===== config.mk =====
export PLATFORM = sky130hd
export DESIGN_NAME = corr_sync_validator
export DESIGN_NICKNAME = d
export VERILOG_FILES = /design/src/rtl/corr_sync_pkg.sv /design/src/rtl/corr_win_timer.sv /design/src/rtl/corr_win_peak.sv /design/src/rtl/corr_lock_track.sv /design/src/rtl/corr_sync_validator.sv
export SDC_FILE = /design/constraint.sdc
export NUM_CORES = 1
export LEC_CHECK = 0
export BUFFER_PORTS_ARGS = -buffer_cell sky130_fd_sc_hd__buf_2
export CELL_PAD_IN_SITES_DETAIL_PLACEMENT = 1
export CELL_PAD_IN_SITES_GLOBAL_PLACEMENT = 1
export CORE_MARGIN = 4
export CORE_UTILIZATION = 52
export CTS_CLUSTER_DIAMETER = 100
export DETAILED_ROUTE_END_ITERATION = 7
export GPL_TIMING_DRIVEN = 1
export MAX_ROUTING_LAYER = met4
export PLACE_DENSITY = 0.85
export REMOVE_ABC_BUFFERS = 1
export SYNTH_ARGS = -nofsm -noshare
export SYNTH_HDL_FRONTEND = slang
export SYNTH_SLANG_ARGS = --single-unit

===== constraint.sdc =====
create_clock -name clk -period 14.1 [get_ports clk]
set_clock_uncertainty 0.05 [all_clocks]
set_input_delay 0.705 -clock clk [delete_from_list [all_inputs] [get_ports clk]]
set_output_delay 0.705 -clock clk [all_outputs]
set_load 0.02 [all_outputs]

===== src/rtl/corr_sync_pkg.sv =====
package corr_sync_pkg;

    typedef struct packed {
        logic accept;
        logic near;
    } verdict_t;

    function automatic logic [31:0] pos_dist(input logic [31:0] a, input logic [31:0] b);
        return (a > b) ? (a - b) : (b - a);
    endfunction

endpackage


===== src/rtl/corr_win_timer.sv =====
module corr_win_timer #(
    parameter int WIN_LEN = 19200,
    parameter int POS_W   = $clog2(WIN_LEN)
) (
    input  logic             clk,
    input  logic             rst,
    input  logic             vld,
    output logic [POS_W-1:0] idx,
    output logic             last
);
    localparam logic [POS_W-1:0] IDX_MAX = POS_W'(WIN_LEN - 1);

    logic [POS_W-1:0] idx_q;

    always_ff @(posedge clk) begin
        if (rst) begin
            idx_q <= '0;
        end else if (vld) begin
            if (idx_q == IDX_MAX) idx_q <= '0;
            else                  idx_q <= idx_q + 1'b1;
        end
    end

    assign idx  = idx_q;
    assign last = vld && (idx_q == IDX_MAX);
endmodule


===== src/rtl/corr_win_peak.sv =====
module corr_win_peak #(
    parameter int MAG_W = 16,
    parameter int POS_W = 15,
    parameter int SUM_W = 31
) (
    input  logic             clk,
    input  logic             rst,
    input  logic             vld,
    input  logic [POS_W-1:0] idx,
    input  logic [MAG_W-1:0] mag,
    output logic [MAG_W-1:0] cand_mag,
    output logic [POS_W-1:0] cand_pos,
    output logic [SUM_W-1:0] cand_sum
);
    logic [MAG_W-1:0] max_q;
    logic [POS_W-1:0] pos_q;
    logic [SUM_W-1:0] sum_q;
    logic             first;

    assign first = (idx == '0);

    always_comb begin
        if (first || (mag > max_q)) begin
            cand_mag = mag;
            cand_pos = idx;
        end else begin
            cand_mag = max_q;
            cand_pos = pos_q;
        end
        cand_sum = first ? SUM_W'(mag) : (sum_q + SUM_W'(mag));
    end

    always_ff @(posedge clk) begin
        if (rst) begin
            max_q <= '0;
            pos_q <= '0;
            sum_q <= '0;
        end else if (vld) begin
            max_q <= cand_mag;
            pos_q <= cand_pos;
            sum_q <= cand_sum;
        end
    end
endmodule


===== src/rtl/corr_lock_track.sv =====
module corr_lock_track
    import corr_sync_pkg::*;
#(
    parameter int WIN_LEN   = 19200,
    parameter int RATIO     = 8,
    parameter int MAX_DRIFT = 5,
    parameter int LOCK_CNT  = 3,
    parameter int MAG_W     = 16,
    parameter int POS_W     = 15,
    parameter int SUM_W     = 31
) (
    input  logic             clk,
    input  logic             rst,
    input  logic             win_last,
    input  logic [MAG_W-1:0] cand_mag,
    input  logic [POS_W-1:0] cand_pos,
    input  logic [SUM_W-1:0] cand_sum,
    output logic             lock,
    output logic             peak_ok,
    output logic [POS_W-1:0] peak_pos
);
    localparam int CMP_W = SUM_W + $clog2(RATIO + 1) + 1;
    localparam int CNT_W = $clog2(LOCK_CNT + 1);

    logic [CNT_W-1:0] streak_q;
    logic [POS_W-1:0] ref_q;
    logic             lock_q;
    logic             ok_q;
    logic [POS_W-1:0] pos_q;
    logic [CMP_W-1:0] lhs;
    logic [CMP_W-1:0] rhs;
    verdict_t         vd;

    always_comb begin
        lhs       = CMP_W'(cand_mag) * CMP_W'(WIN_LEN);
        rhs       = CMP_W'(cand_sum) * CMP_W'(RATIO);
        vd.accept = (lhs > rhs);
        vd.near   = (pos_dist(32'(cand_pos), 32'(ref_q)) <= 32'(MAX_DRIFT));
    end

    always_ff @(posedge clk) begin
        if (rst) begin
            streak_q <= '0;
            ref_q    <= '0;
            lock_q   <= 1'b0;
            ok_q     <= 1'b0;
            pos_q    <= '0;
        end else if (win_last) begin
            if (!vd.accept) begin
                streak_q <= '0;
                lock_q   <= 1'b0;
                ok_q     <= 1'b0;
            end else if ((streak_q == '0) || !vd.near) begin
                streak_q <= CNT_W'(1);
                ref_q    <= cand_pos;
                pos_q    <= cand_pos;
                lock_q   <= (LOCK_CNT <= 1);
                ok_q     <= !lock_q;
            end else begin
                if (32'(streak_q) < LOCK_CNT) streak_q <= streak_q + 1'b1;
                ref_q  <= cand_pos;
                pos_q  <= cand_pos;
                lock_q <= (32'(streak_q) + 1 >= LOCK_CNT);
                ok_q   <= 1'b1;
            end
        end else begin
            ok_q <= 1'b0;
        end
    end

    assign lock     = lock_q;
    assign peak_ok  = ok_q;
    assign peak_pos = pos_q;
endmodule


===== src/rtl/corr_sync_validator.sv =====
module corr_sync_validator #(
    parameter int WIN_LEN   = 19200,
    parameter int MAG_W     = 16,
    parameter int RATIO     = 8,
    parameter int MAX_DRIFT = 5,
    parameter int LOCK_CNT  = 3,
    localparam int POS_W    = $clog2(WIN_LEN),
    localparam int SUM_W    = MAG_W + POS_W
) (
    input  logic             clk,
    input  logic             rst,
    input  logic             corr_vld,
    input  logic [MAG_W-1:0] corr_mag,
    output logic             lock,
    output logic             peak_ok,
    output logic [POS_W-1:0] peak_pos
);
    logic [POS_W-1:0] win_idx;
    logic             win_last;
    logic [MAG_W-1:0] cand_mag;
    logic [POS_W-1:0] cand_pos;
    logic [SUM_W-1:0] cand_sum;

    corr_win_timer #(.WIN_LEN(WIN_LEN), .POS_W(POS_W)) timer_i (
        .clk (clk),
        .rst (rst),
        .vld (corr_vld),
        .idx (win_idx),
        .last(win_last)
    );

    corr_win_peak #(.MAG_W(MAG_W), .POS_W(POS_W), .SUM_W(SUM_W)) peak_i (
        .clk     (clk),
        .rst     (rst),
        .vld     (corr_vld),
        .idx     (win_idx),
        .mag     (corr_mag),
        .cand_mag(cand_mag),
        .cand_pos(cand_pos),
        .cand_sum(cand_sum)
    );

    corr_lock_track #(
        .WIN_LEN(WIN_LEN), .RATIO(RATIO), .MAX_DRIFT(MAX_DRIFT), .LOCK_CNT(LOCK_CNT),
        .MAG_W(MAG_W), .POS_W(POS_W), .SUM_W(SUM_W)
    ) lock_i (
        .clk     (clk),
        .rst     (rst),
        .win_last(win_last),
        .cand_mag(cand_mag),
        .cand_pos(cand_pos),
        .cand_sum(cand_sum),
        .lock    (lock),
        .peak_ok (peak_ok),
        .peak_pos(peak_pos)
    );
endmodule


==> key figures <==
Synth
  • Most numerous cell in the Yosys netlist: ha_1
  • Commonest cells in the netlist: ha_1 (151), inv_1 (149), nor2_1 (141), dfxtp_1 (96), nand2_1 (89)
  • Synth area leaders: dfxtp_1 (19%), ha_1 (19%), inv_1 (5.5%)
  • Main synth FF type: dfxtp_1
  • Flop and latch count out of synthesis: 96
  • Register area share after synthesis: 19.0%
  • Syn Inst Count: 1285
  • EDFF count, synth: 0
  • Async set or reset register ratio after synthesis: 0%
  • YS warnings: 0
  • Yosys top cell area share: 19.0%
  • Mapped cell area: 10100 um^2
  • Mean Syn Cell Area: 7.86 um^2
  • Cell taking the most area after synthesis: dfxtp_1
  • Distinct cells, synth: 75

Routing
  • Final wirelength: 30000 um
  • Drt pass-1 iters: 4
  • DRT iter0 DRCs: 418
  • Via count: 9300
  • Residual DRC count: 0
  • DRT antenna net count: 0
  • Mean routed wirelength per cell: 19.3 um
  • Routed vias/inst: 6.00

Setup path
  • CP startpoint kind: primary input
  • WP buf/inv: 5
  • Worst Path Required: 14.26 ns
  • Crit path capture type: flop
  • CP top delay family: compound AO/OA/AOI/OAI gates
  • Most numerous cell on the critical path: ha_1
  • CP max-delay cell: a2111oi_0
  • Arrival time of the worst setup path: 10.47 ns
  • Slowest Stage Delay on Critical Path: 0.89 ns
  • WS Path Type: in -> reg
  • Critical path peak fanout: 27

Job
  • Max-cap viol count: 0

Placement
  • GPL Wtd Cong: 0.917
  • Port Buffers: 35
  • Post-DP HPWL: 23900 um

Timing
  • Setup TNS: 0 ns
  • Final min period: 10.31 ns
  • Tcrit/Tclk final: 73.1%
  • Normalized max-slew margin: 29.2%
  • RSZ-0062 raised after global routing: false
  • Fmax: 0.0970 GHz
  • Slew Limit Fails: 0
  • Fin. Hold Viols: 0
  • Finish-stage setup viols: 0
  • Slew of the pin with the lowest slew margin: 1.04 ns

Status
  • Status: completed

Cells and area
  • Post-layout util: 56.8%
  • Storage element area: 1920 um^2
  • Fillers: 2394
  • Area grow syn2layout: 6.34%
  • Multi-input logic area: 7370 um^2
  • Fraction of layout cells with a size suffix above 1: 6.36%
  • Nets@finish: 1481

Global routing
  • Largest net degree at the start of global routing: 57
  • Initial antenna violation count: 1
  • Overall Global Routing Usage: 28.5%
  • Number of global-route vias before repair: 9875
  • Global-route wire length before repair: 49500 um
  • Global route overflow: 0

CTS
  • CTS tree: yes
  • Clk sinks: 96
  • Worst skew pair latency: 0.37 ns
  • Num CTS Buffers: 9
  • Clock tree buffer depth: 2
  • Hold buffers post-CTS: 0
  • H-tree levels: 3
  • Setup bufs post-CTS: 0
  • Post_cts resized: 0
  • CTS clk-pin slew, worst paths: 0.07 ns
  • Root buffer cell: clkbuf_16

Pwr
  • Leakage: 4.96 nW
  • Peak supply drop: 0.100 mV
  • PD cells: 145 nW/um^2

Floorplan
  • Core Area: 18900 um^2
  • Starting Density: 53.4%
  • Die height: 147 um
  • Die ar.: 21700 um^2
  • Die W: 147 um
  • Num ports: 36
  • FP Rows: 50

Worst hold path
  • Hold Crit Class: reg -> reg
## cells by family (layout without fill, tap and decap cells)
logic type,count (synthesis),after routing,synth area share (%)
other,0,1,0
flip-flops,96,96,19.0
buffers and inverters,204,209,7.96
XOR/XNOR,62,62,5.38
AO/OA/AOI/OAI,328,328,21.5
multiplexers,47,47,4.73
AND/OR/NAND/NOR,371,371,17.5
adder cells (fa/ha/maj),177,177,23.9
## flip-flops by register name, indices dropped and copies added, names as in the netlist
| register | cells |
|---|---|
| lock_i.streak_q | 2 |
| lock_i.peak_ok | 1 |
| lock_i.lock | 1 |
| peak_i.pos_q | 15 |
| peak_i.sum_q | 31 |
| lock_i.peak_pos | 15 |
| timer_i.idx | 15 |
| peak_i.max_q | 16 |
## metrics by stage
step	power, mW	hold slack (ns)	instances	area [um^2]	setup WS (ns)
final	1.56	0.442	1551	10700	3.79
after detailed placement	1.30	0.435	1534	10400	3.58
after floorplan	1.04	0.408	1230	9850	5.13
after CTS	1.56	0.446	1550	10700	3.93
after global placement	1.25	0.423	1534	10400	3.97
after global routing	1.71	0.458	1551	10700	3.15
## report_power, final
| part | switching, mW | leakage, nW | total [mW] | internal (mW) |
|---|---|---|---|---|
| Clock | 0.131 | 0.150 | 0.258 | 0.127 |
| Combinational | 0.606 | 4.03 | 1.01 | 0.407 |
| Sequential | 0.00601 | 0.782 | 0.286 | 0.280 |
## cell usage in the layout, fill, tap and decap left out, types with 26 or more instances in the layout
| master | Yosys | routed |
|---|---|---|
| a211oi_1 | 39 | 39 |
| a21oi_1 | 80 | 80 |
| a31oi_1 | 30 | 30 |
| buf_2 | 5 | 35 |
| dfxtp_1 | 96 | 96 |
| fa_1 | 26 | 26 |
| ha_1 | 151 | 151 |
| inv_1 | 149 | 149 |
| mux2i_1 | 41 | 41 |
| nand2_1 | 89 | 89 |
| nand3_1 | 29 | 29 |
| nor2_1 | 141 | 140 |
| o21ai_0 | 54 | 54 |
| xnor2_1 | 37 | 37 |
## routing by layer
metal	global-route usage, %	wire (um)	vias up
li1	-	-	4542
met3	2.38	741	58
met1	33.1	13000	4554
met4	10.5	995	0
met2	51.5	15200	146
met5	-	0	-
## area by class of cell
cell class / instances / share of cell area [%]
antenna: 1 / 0.0233
clock buffer: 9 / 2.10
clock inverter: 7 / 0.804
inverter: 149 / 5.21
multi-input combinational: 985 / 68.7
sequential: 96 / 17.9
tap: 260 / 3.03
timing repair buffer: 44 / 2.26
## final timing paths
| path | startpoint | end | slack, ns | cells past startpoint |
|---|---|---|---|---|
| worst min-delay path | peak_i.max_q[14] | peak_i.max_q[14] | 0.44 | 2 |
| worst max register to register | peak_i.max_q[13] | lock_i.peak_pos[8] | 3.88 | 31 |
| worst max-delay path | corr_mag[13] | lock_i.peak_pos[8] | 3.79 | 31 |
| worst min register to register | peak_i.max_q[14] | peak_i.max_q[14] | 0.44 | 2 |
## worst reg2reg max path: cells and delay by family (launching register included)
| family | cells | cell delay, ns |
|---|---|---|
| compound gates | 12 | 4.33 |
| fa+ha+maj | 7 | 2.58 |
| simple gates | 7 | 2.01 |
| buf+inv | 5 | 0.77 |
| flops | 1 | 0.34 |
Note: power is estimated with default switching activity, not from simulation.
